File: src/rtl/irq_dispatch_pkg.sv
package irq_dispatch_pkg;

    localparam int NUM_VEC   = 256;
    localparam int VEC_W     = $clog2(NUM_VEC);
    localparam int PRIO_W    = 4;
    localparam int NUM_CLASS = 4;

    typedef enum logic [2:0] {
        DM_FIXED  = 3'd0,
        DM_LOWEST = 3'd1,
        DM_SMI    = 3'd2,
        DM_RSV3   = 3'd3,
        DM_NMI    = 3'd4,
        DM_INIT   = 3'd5,
        DM_RSV6   = 3'd6,
        DM_EXT    = 3'd7
    } dmode_e;

    typedef enum logic [2:0] {
        K_NONE  = 3'd0,
        K_SMI   = 3'd1,
        K_NMI   = 3'd2,
        K_INIT  = 3'd3,
        K_EXT   = 3'd4,
        K_FIXED = 3'd5
    } kind_e;

    // class slots, in presentation order
    localparam int CL_SMI  = 0;
    localparam int CL_NMI  = 1;
    localparam int CL_INIT = 2;
    localparam int CL_EXT  = 3;

    function automatic logic [2:0] class_mode(input int slot);
        unique case (slot)
            CL_SMI:  class_mode = DM_SMI;
            CL_NMI:  class_mode = DM_NMI;
            CL_INIT: class_mode = DM_INIT;
            default: class_mode = DM_EXT;
        endcase
    endfunction

    function automatic logic is_queued_mode(input logic [2:0] mode);
        is_queued_mode = (mode == DM_FIXED) || (mode == DM_LOWEST);
    endfunction

endpackage

File: src/rtl/irq_prio_enc.sv
module irq_prio_enc #(
    parameter int WIDTH = 256,
    localparam int IDXW = $clog2(WIDTH)
) (
    input  logic [WIDTH-1:0] bits_in,
    output logic [IDXW-1:0]  top_idx,
    output logic             any_set
);
    // Highest set bit wins; an empty input reports index 0.
    always_comb begin
        top_idx = '0;
        any_set = 1'b0;
        for (int i = 0; i < WIDTH; i++) begin
            if (bits_in[i]) begin
                top_idx = IDXW'(i);
                any_set = 1'b1;
            end
        end
    end
endmodule

File: src/rtl/irq_bitvec_reg.sv
module irq_bitvec_reg #(
    parameter int WIDTH = 256,
    localparam int IDXW = $clog2(WIDTH)
) (
    input  logic             clk,
    input  logic             rst_n,
    input  logic             set_en,
    input  logic [IDXW-1:0]  set_idx,
    input  logic             clr_en,
    input  logic [IDXW-1:0]  clr_idx,
    output logic [WIDTH-1:0] bits_q
);
    logic [WIDTH-1:0] bits_d;

    always_comb begin
        bits_d = bits_q;
        if (clr_en) bits_d[clr_idx] = 1'b0;
        if (set_en) bits_d[set_idx] = 1'b1;
    end

    always_ff @(posedge clk) begin
        if (!rst_n) bits_q <= '0;
        else        bits_q <= bits_d;
    end

    assert_set_lands_R2: assert property (@(posedge clk) disable iff (!rst_n)
        set_en |=> bits_q[$past(set_idx)]);
endmodule

File: src/rtl/irq_flag_latch.sv
module irq_flag_latch #(
    parameter int VEC_W = 8
) (
    input  logic             clk,
    input  logic             rst_n,
    input  logic             hit,
    input  logic [VEC_W-1:0] hit_vec,
    input  logic             take,
    output logic             pend_q,
    output logic [VEC_W-1:0] vec_q
);
    always_ff @(posedge clk) begin
        if (!rst_n) begin
            pend_q <= 1'b0;
            vec_q  <= '0;
        end else if (hit && !pend_q) begin
            pend_q <= 1'b1;
            vec_q  <= hit_vec;
        end else if (take) begin
            pend_q <= 1'b0;
        end
    end

    assert_first_vec_kept_R4: assert property (@(posedge clk) disable iff (!rst_n)
        (pend_q && !take) |=> (pend_q && $stable(vec_q)));

    assert_take_clears_R11: assert property (@(posedge clk) disable iff (!rst_n)
        (take && pend_q) |=> !pend_q);
endmodule

File: src/rtl/irq_select.sv
module irq_select
    import irq_dispatch_pkg::*;
(
    input  logic                       clk,
    input  logic                       rst_n,
    input  logic [NUM_CLASS-1:0]       cls_pend,
    input  logic [NUM_CLASS*VEC_W-1:0] cls_vecs,
    input  logic                       irr_any,
    input  logic [VEC_W-1:0]           irr_top,
    input  logic [VEC_W-1:0]           isr_top,
    input  logic                       int_enable,
    input  logic [VEC_W-1:0]           task_prio,
    input  logic                       ack,
    output logic                       present,
    output kind_e                      kind,
    output logic [VEC_W-1:0]           vec_out,
    output logic [NUM_CLASS-1:0]       take_cls,
    output logic                       take_fixed
);
    logic unmaskable;
    logic fixed_ok;
    logic take;
    logic unused_tpr_low;

    assign unused_tpr_low = ^task_prio[VEC_W-PRIO_W-1:0];
    assign unmaskable = cls_pend[CL_SMI] | cls_pend[CL_NMI] | cls_pend[CL_INIT];
    assign fixed_ok = irr_any && (irr_top > isr_top) &&
                      (irr_top[VEC_W-1 -: PRIO_W] > task_prio[VEC_W-1 -: PRIO_W]);

    // ranking
    always_comb begin
        if (cls_pend[CL_SMI])                     kind = K_SMI;
        else if (cls_pend[CL_NMI])                kind = K_NMI;
        else if (cls_pend[CL_INIT])               kind = K_INIT;
        else if (int_enable && cls_pend[CL_EXT])  kind = K_EXT;
        else if (int_enable && fixed_ok)          kind = K_FIXED;
        else                                      kind = K_NONE;
    end

    assign present = (kind != K_NONE);
    assign take    = ack && present;

    // output and acknowledge decode
    always_comb begin
        take_cls   = '0;
        take_fixed = 1'b0;
        vec_out    = '0;
        unique case (kind)
            K_SMI: begin
                vec_out          = cls_vecs[CL_SMI*VEC_W +: VEC_W];
                take_cls[CL_SMI] = take;
            end
            K_NMI: begin
                vec_out          = cls_vecs[CL_NMI*VEC_W +: VEC_W];
                take_cls[CL_NMI] = take;
            end
            K_INIT: begin
                vec_out           = cls_vecs[CL_INIT*VEC_W +: VEC_W];
                take_cls[CL_INIT] = take;
            end
            K_EXT: begin
                vec_out          = cls_vecs[CL_EXT*VEC_W +: VEC_W];
                take_cls[CL_EXT] = take;
            end
            K_FIXED: begin
                vec_out    = irr_top;
                take_fixed = take;
            end
            default: begin
                vec_out = '0;
            end
        endcase
    end

    assert_unmaskable_shown_R6: assert property (@(posedge clk) disable iff (!rst_n)
        unmaskable |-> present);

    assert_enable_gates_R6: assert property (@(posedge clk) disable iff (!rst_n)
        (!int_enable && !unmaskable) |-> !present);

    assert_fixed_thresholds_R7: assert property (@(posedge clk) disable iff (!rst_n)
        (kind == K_FIXED) |-> ((irr_top > isr_top) &&
            (irr_top[VEC_W-1 -: PRIO_W] > task_prio[VEC_W-1 -: PRIO_W])));

    assert_smi_first_R8: assert property (@(posedge clk) disable iff (!rst_n)
        cls_pend[CL_SMI] |-> (kind == K_SMI));

    assert_idle_ack_inert_R12: assert property (@(posedge clk) disable iff (!rst_n)
        !present |-> (take_cls == '0 && !take_fixed));
endmodule

File: src/rtl/irq_dispatch.sv
module irq_dispatch
    import irq_dispatch_pkg::*;
(
    input  logic       clk,
    input  logic       rst_n,
    input  logic       req_valid,
    input  logic [7:0] req_vector,
    input  logic [2:0] req_mode,
    input  logic       req_level,
    input  logic       int_enable,
    input  logic [7:0] task_prio,
    input  logic       ack,
    input  logic       eoi,
    output logic       irq_pending,
    output logic [2:0] irq_kind,
    output logic [7:0] irq_vector,
    output logic       irq_level
);
    logic [NUM_VEC-1:0]         irr_bits;
    logic [NUM_VEC-1:0]         trig_bits;
    logic [NUM_VEC-1:0]         isr_bits;
    logic [VEC_W-1:0]           irr_top;
    logic [VEC_W-1:0]           isr_top;
    logic                       irr_any;
    logic                       isr_any;
    logic                       queued_req;
    logic                       irr_new;
    logic [NUM_CLASS-1:0]       cls_pend;
    logic [NUM_CLASS*VEC_W-1:0] cls_vecs;
    logic [NUM_CLASS-1:0]       take_cls;
    logic                       take_fixed;
    kind_e                      kind;

    assign queued_req = req_valid && is_queued_mode(req_mode);
    assign irr_new    = queued_req && !irr_bits[req_vector];

    irq_bitvec_reg #(.WIDTH(NUM_VEC)) u_request (
        .clk(clk), .rst_n(rst_n),
        .set_en(irr_new), .set_idx(req_vector),
        .clr_en(take_fixed), .clr_idx(irr_top),
        .bits_q(irr_bits)
    );

    irq_bitvec_reg #(.WIDTH(NUM_VEC)) u_trigger (
        .clk(clk), .rst_n(rst_n),
        .set_en(irr_new && req_level), .set_idx(req_vector),
        .clr_en(irr_new && !req_level), .clr_idx(req_vector),
        .bits_q(trig_bits)
    );

    irq_bitvec_reg #(.WIDTH(NUM_VEC)) u_service (
        .clk(clk), .rst_n(rst_n),
        .set_en(take_fixed), .set_idx(irr_top),
        .clr_en(eoi), .clr_idx(isr_top),
        .bits_q(isr_bits)
    );

    irq_prio_enc #(.WIDTH(NUM_VEC)) u_irr_enc (
        .bits_in(irr_bits), .top_idx(irr_top), .any_set(irr_any)
    );

    irq_prio_enc #(.WIDTH(NUM_VEC)) u_isr_enc (
        .bits_in(isr_bits), .top_idx(isr_top), .any_set(isr_any)
    );

    for (genvar c = 0; c < NUM_CLASS; c++) begin : g_class
        irq_flag_latch #(.VEC_W(VEC_W)) u_flag (
            .clk(clk), .rst_n(rst_n),
            .hit(req_valid && (req_mode == class_mode(c))),
            .hit_vec(req_vector),
            .take(take_cls[c]),
            .pend_q(cls_pend[c]),
            .vec_q(cls_vecs[c*VEC_W +: VEC_W])
        );
    end

    irq_select u_select (
        .clk(clk), .rst_n(rst_n),
        .cls_pend(cls_pend), .cls_vecs(cls_vecs),
        .irr_any(irr_any), .irr_top(irr_top), .isr_top(isr_top),
        .int_enable(int_enable), .task_prio(task_prio),
        .ack(ack),
        .present(irq_pending), .kind(kind), .vec_out(irq_vector),
        .take_cls(take_cls), .take_fixed(take_fixed)
    );

    assign irq_kind  = kind;
    assign irq_level = (kind == K_FIXED) ? trig_bits[irr_top] : 1'b0;

    assert_ack_moves_vector_R9: assert property (@(posedge clk) disable iff (!rst_n)
        (ack && kind == K_FIXED) |=>
            (isr_bits[$past(irq_vector)] && !irr_bits[$past(irq_vector)]));

    assert_eoi_retires_top_R10: assert property (@(posedge clk) disable iff (!rst_n)
        (eoi && isr_any && !take_fixed) |=> !isr_bits[$past(isr_top)]);

    assert_duplicate_keeps_trigger_R3: assert property (@(posedge clk) disable iff (!rst_n)
        (queued_req && irr_bits[req_vector]) |=>
            (trig_bits[$past(req_vector)] == $past(trig_bits[req_vector])));

    assert_class_ack_spares_service_R11: assert property (@(posedge clk) disable iff (!rst_n)
        (ack && irq_pending && kind != K_FIXED && !eoi) |=> $stable(isr_bits));
endmodule

File: config.mk
export PLATFORM = sky130hd
export DESIGN_NAME = irq_dispatch
export DESIGN_NICKNAME = d
export VERILOG_FILES = /design/src/rtl/irq_dispatch_pkg.sv /design/src/rtl/irq_prio_enc.sv /design/src/rtl/irq_bitvec_reg.sv /design/src/rtl/irq_flag_latch.sv /design/src/rtl/irq_select.sv /design/src/rtl/irq_dispatch.sv
export SDC_FILE = /design/constraint.sdc
export NUM_CORES = 2
export LEC_CHECK = 0
export BUFFER_PORTS_ARGS = -buffer_cell sky130_fd_sc_hd__buf_2
export CORE_MARGIN = 2
export CORE_UTILIZATION = 52
export CTS_BUF_LIST = sky130_fd_sc_hd__clkbuf_8
export DETAILED_ROUTE_END_ITERATION = 8
export PLACE_DENSITY = 0.64
export SYNTH_ARGS = -nofsm -noshare
export SYNTH_HDL_FRONTEND = slang
export SYNTH_SLANG_ARGS = --single-unit
File: constraint.sdc
create_clock -name clk -period 7.2 [get_ports clk]
set_clock_uncertainty 0.15 [all_clocks]
set_input_delay 1.08 -clock clk [delete_from_list [all_inputs] [get_ports clk]]
set_output_delay 1.08 -clock clk [all_outputs]
set_load 0.005 [all_outputs]
# == After elaboration in Yosys (flattened, before gate mapping) ==
# Index checks and enable logic that the tools add are counted.
# totals
regBits,804
in_bits,26
output_inout_bits,13
# op_classes
magnitude_cmp,8
eq_ne,10
mux,802
n_bitwise,9
reduce_logical,33
# ops
op,n
two-way mux 8 bit,256
two-way mux 256 bit,6
two-way mux 7 bit,128
bitwise AND 256 bit,3
inverter 256 bit,3
OR 256 bit,3
two-way mux 6 bit,64
two-way mux 1 bit,277
two-way mux 5 bit,32
two-way mux 4 bit,16
one-hot mux 8 bit (5 select lines),1
two-way mux 3 bit,13
"< comparator 8 x 9 -> 1 bit, second input constant",3
demux 1 bit (select 8 bit),3
">= comparator 8 x 1 -> 1 bit, second input constant",3
logical AND 1 bit,20
binary-select mux 1 bit (select 8 bit),2
"equality test 3 bit, second input constant",5
"equality test 3 x 2 -> 1 bit, second input constant",3
greater-than comparator 8 bit,1
two-way mux 2 bit,4
nonzero test 2 bit,4
"equality test 3 x 1 -> 1 bit, second input constant",2
logical NOT 1 bit,6
4 further kinds,4

# == Logic depth before layout (Yosys ltp) ==
# depth
depth_word,270
ltp_mapped,29
ltp_nobuf,26

# == Hierarchy ==
# From an unflattened synthesis, not the netlist that was laid out.
# unflattened
cells_unflattened,4881
hier_area_um2,43593.1
# by_module_without_submodules
mod,instances,cells_per_inst,area_per_inst_um2,seq_area_each_um2
irq_bitvec_reg at u_request ...,2,1015,10299.9,5124.9
irq_bitvec_reg at u_trigger,1,986,9686.8,5124.9
irq_prio_enc,2,601,3344.5,0.0
irq_dispatch,1,409,4421.7,0.0
irq_flag_latch,4,39,379.1,180.2
irq_select,1,98,679.4,0.0

# == Least setup slack after synthesis ==
# No wires, ideal clock.
# synth_timing
path_kind,register to output
start,register u_request.bits_q[192]
end,output port irq_level
t_arrival_ps,4828
required_time_ps,5970
setup_slack_ps,1142
path_stages_with_launch,22
path_buffers,4
path_cell_list,dfxtp_1 > or4_1 > a2111oi_2 > o2111ai_1 > or4_1 > o211a_1 > buf_6 > clkinv_8 > buf_8 > clkbuf_1 > ha_1 > nand3_1 > nor2_1 > a221oi_1 > o311ai_1 > nand2b_1 > or2_2 > clkbuf_1 > nor2_1 > nand4_1 > a221o_1 > a311oi_1
# synth_via
elab_chain_cells,75
elab_cells_between_ends,142
# synth_lines
element,line_no,source
start: declaration,irq_bitvec_reg.sv:11,output logic [WIDTH-1:0] bits_q
start signal: assignment,irq_bitvec_reg.sv:23,else bits_q <= bits_d;
two-way mux 8 bit (64 in a row),irq_prio_enc.sv:14,if (bits_in[i]) begin
greater-than comparator 8 bit,irq_select.sv:27,assign fixed_ok = irr_any && (irr_top > isr_top) &&
logical AND 1 bit (2 in a row),irq_select.sv:27,
logical AND 1 bit,irq_select.sv:36,else if (int_enable && fixed_ok) kind = K_FIXED;
two-way mux 3 bit,irq_select.sv:36,
two-way mux 3 bit,irq_select.sv:35,else if (int_enable && cls_pend[CL_EXT]) kind = K_EXT;
two-way mux 3 bit,irq_select.sv:34,else if (cls_pend[CL_INIT]) kind = K_INIT;
two-way mux 3 bit,irq_select.sv:33,else if (cls_pend[CL_NMI]) kind = K_NMI;
two-way mux 3 bit,irq_select.sv:32,if (cls_pend[CL_SMI]) kind = K_SMI;
equality test 3 bit,irq_dispatch.sv:88,assign irq_level = (kind == K_FIXED) ? trig_bits[irr_top] : 1'b0;
two-way mux 1 bit *,irq_dispatch.sv:88,
end: declaration,irq_dispatch.sv:17,output logic irq_level
# Every way passes the cells marked *; elsewhere a longest branch is shown, timed or not. The select of a mux whose other input is x is not followed.

# == Worst setup path after layout ==
# Ends and elaborated chain as after synthesis.

==> out/results.txt <==
htree depth = 4
library cells used by synthesis = 93
die width = 293 um
Pwr Density = 196 nW/um^2
Crit path top cell by count = or4_1
Fillers = 7893
Clock Latency Late Sink = 0.88 ns
Final HPWL DP = 147000 um
Seq/Total Area, Yosys = 0.369
Post-synth EDFFs = 0
fin crit share = 0.993
synth warn = 0
Die ar. = 86000 um^2
GRT Residual Overflow = 0
Hold Buf Count CTS = 0
Clk pin slew, worst setup/hold paths = 0.06 ns
static leakage = 19.5 nW
1st-iter DRT viols = 6947
routed vias/inst = 6.76
first-pass detailed-route iteration total = 7
Total GRT Usage = 0.465
Setup crit start kind = flip-flop
CP Max Fanout = 15
vias in the first global route = 39800
# DRC = 0
Cell Chain, Critical Path = or4_1, a2111oi_4, o2111ai_2, or4_1, o211a_2, clkinv_8, buf_8, a21oi_4, a221oi_2, o221ai_1, o311a_1, or4_1, a311oi_2, buf_2
Compound-Gate Fraction of Synth Area = 0.212
mux cell area share after synthesis = 0.127
max frequency = 140 MHz
Final Max Tran Viols = 0
Syn Area/Cell = 8.06 um^2
die height = 293 um
largest net degree at the start of global routing = 302
final worst path period need = 7.15 ns
Root Driver = clkbuf_8
most frequent cells in the layout = nand2_1 (910), dfxtp_1 (788), nor2_1 (500)
Critical Path RT = 5.97 ns
Final Non-Filler Cells = 6651
first-pass GRT wire length = 288000 um
num rows = 106
HP Class = flip-flop to flip-flop
simple logic cell fraction of the synthesized area = 0.248
crit end category = primary output
TritonCTS Buffers = 145
synthesized instance count = 5402
GPL Wtd Cong = 1.03
final hold violations = 0
max incr delay on CP = 0.61 ns
FFs w/ async S/R, synth = 0
VDD IR max = 196 uV
worst rel slew slack = 0.111
via count = 45000
Area Growth Syn to Fin = 13.0%
largest family of logic cells by synthesized area = simple AND/OR/NAND/NOR gates
drt total wl = 206000 um
Hold Slack = 0.359 ns
max-capacitance violation count = 0
clk buf depth = 3
total negative setup slack = 0 ns
status = finished, final reports clean
CTS tree = yes
placed cells = 6384
Final setup viols = 0
Most used DFF post-synth = dfxtp_1
Slew @ Worst Pin = 1.33 ns
Layout Nets = 5504
post-route ant nets = 0
commonest non-fill, non-tap cell in the layout = nand2_1
Num Clock Sinks = 803
critical path class = flip-flop to primary output
Cell Area, Synth = 43500 um^2
Avg WL per Cell = 31.0 um
CP max-delay cell = or4_1
RSZ-0062 raised after global routing = yes
initial antenna violation count = 14
Starting Density = 0.523
Syn Nets = 5440
Worst Path Arrival = 5.92 ns
IO buf count = 34
XOR/XNOR share of the synthesized area = 0
Synth Area in Adders = 0.00345
IO Pins = 39
Core Footprint = 83300 um^2
share of post-route cells with drive strength above 1 = 0.130
register bit count reported by yosys = 803
final core occ = 0.591
[cells in the mapped netlist, types with 8 or more instances]
cell type | number | share of area
a2111oi_0 | 17 | 0.0034
a211oi_1 | 32 | 0.0055
a21boi_0 | 339 | 0.058
a21oi_1 | 138 | 0.016
a221oi_1 | 13 | 0.0026
a22o_1 | 9 | 0.0018
a22oi_1 | 19 | 0.0033
a31oi_1 | 176 | 0.025
a41oi_1 | 8 | 0.0016
and2_1 | 13 | 0.0019
and3_1 | 15 | 0.0022
buf_1 | 18 | 0.0016
buf_2 | 28 | 0.0032
clkbuf_1 | 269 | 0.023
dfxtp_1 | 803 | 0.37
ha_1 | 12 | 0.0034
inv_1 | 115 | 0.0099
mux2i_1 | 364 | 0.084
mux4_2 | 81 | 0.042
nand2_1 | 916 | 0.079
nand2b_1 | 41 | 0.0059
nand3_1 | 67 | 0.0077
nand4_1 | 39 | 0.0056
nor2_1 | 522 | 0.045
nor2b_1 | 313 | 0.045
nor3_1 | 117 | 0.013
nor4_1 | 164 | 0.024
o211a_1 | 9 | 0.0021
o211ai_1 | 23 | 0.0040
o21a_1 | 19 | 0.0033
o21ai_0 | 355 | 0.041
o21bai_1 | 24 | 0.0041
o22a_1 | 15 | 0.0030
o22ai_1 | 13 | 0.0019
o311ai_0 | 9 | 0.0018
o31a_1 | 18 | 0.0036
o31ai_1 | 50 | 0.0086
or2_2 | 16 | 0.0023
or3_1 | 25 | 0.0036
or4_1 | 37 | 0.0064
[critical path: cells and delay by family (launching register included)]
family	cells	cell delay (ns)
simple gates	3	1.80
flops	1	0.37
compound gates	8	2.34
buf+inv	3	0.52
[worst paths after layout]
kind | start | endpoint | slack [ns] | depth (start not counted)
max | u_request.bits_q[192] | irq_level | 0.05 | 14
min | u_service.bits_q[235] | u_service.bits_q[235] | 0.36 | 2
max reg2reg | u_request.bits_q[192] | u_request.bits_q[84] | 0.94 | 22
min reg2reg | u_service.bits_q[235] | u_service.bits_q[235] | 0.36 | 2
[cell type report]
| class | instances | area [um^2] | area share |
|---|---|---|---|
| diodes | 4 | 10.0 | 0.000204 |
| well taps | 1080 | 1350 | 0.0275 |
| multi-input cells | 4161 | 26600 | 0.541 |
| clock inverters | 68 | 395 | 0.00804 |
| clock buffers | 180 | 2480 | 0.0504 |
| repair buffers | 237 | 1810 | 0.0367 |
| inverters | 118 | 460 | 0.00936 |
| flip-flops and latches | 803 | 16100 | 0.327 |
[where the power goes]
group	internal (mW)	leakage [nW]	total, mW	switching [mW]
Sequential	4.45	6.47	4.45	0.00559
Clock	2.35	1.65	4.45	2.10
Combinational	0.212	11.4	0.716	0.504
[per-layer routing]
| metal | wire length (um) | vias to the layer above | track usage |
|---|---|---|---|
| met3 | 33700 | 621 | 0.196 |
| met1 | 83100 | 21500 | 0.652 |
| met5 | 182 | - | 0.00908 |
| met2 | 78300 | 3267 | 0.610 |
| li1 | - | 19600 | - |
| met4 | 11100 | 14 | 0.213 |
[registers in the layout, indices dropped and copies added (netlist names)]
register / count
u_request.bits_q: 256
u_service.bits_q: 255
g_class.u_flag.vec_q: 32
u_trigger.bits_q: 256
g_class.u_flag.pend_q: 4
[per-stage QoR]
step	setup slack [ns]	area (um^2)	total power [mW]
3_5_place_dp	0.192	45500	5.21
6_report	0.0508	49200	9.62
2_1_floorplan	1.14	43500	4.91
3_3_place_gp	0.195	45500	5.22
5_1_grt	-0.0447	49200	9.80
4_1_cts	0.00621	48700	9.56
[logic make-up (layout without fill, tap and decap cells)]
logic type / Yosys count / in the layout
AO/OA/AOI/OAI: 1380 / 1380
adder cells (fa/ha/maj): 12 / 12
buffers and inverters: 438 / 603
flip-flops: 803 / 803
multiplexers: 452 / 452
other: 0 / 4
AND/OR/NAND/NOR: 2317 / 2317
[timing repair]
item	4_1_cts	5_1_grt
setup buffers	6	9
cloned	0	0
gates resized for setup	53	91
endpoints found under the setup margin	3	1
pin swaps	15	35
Power figures use the tool's default switching activity.
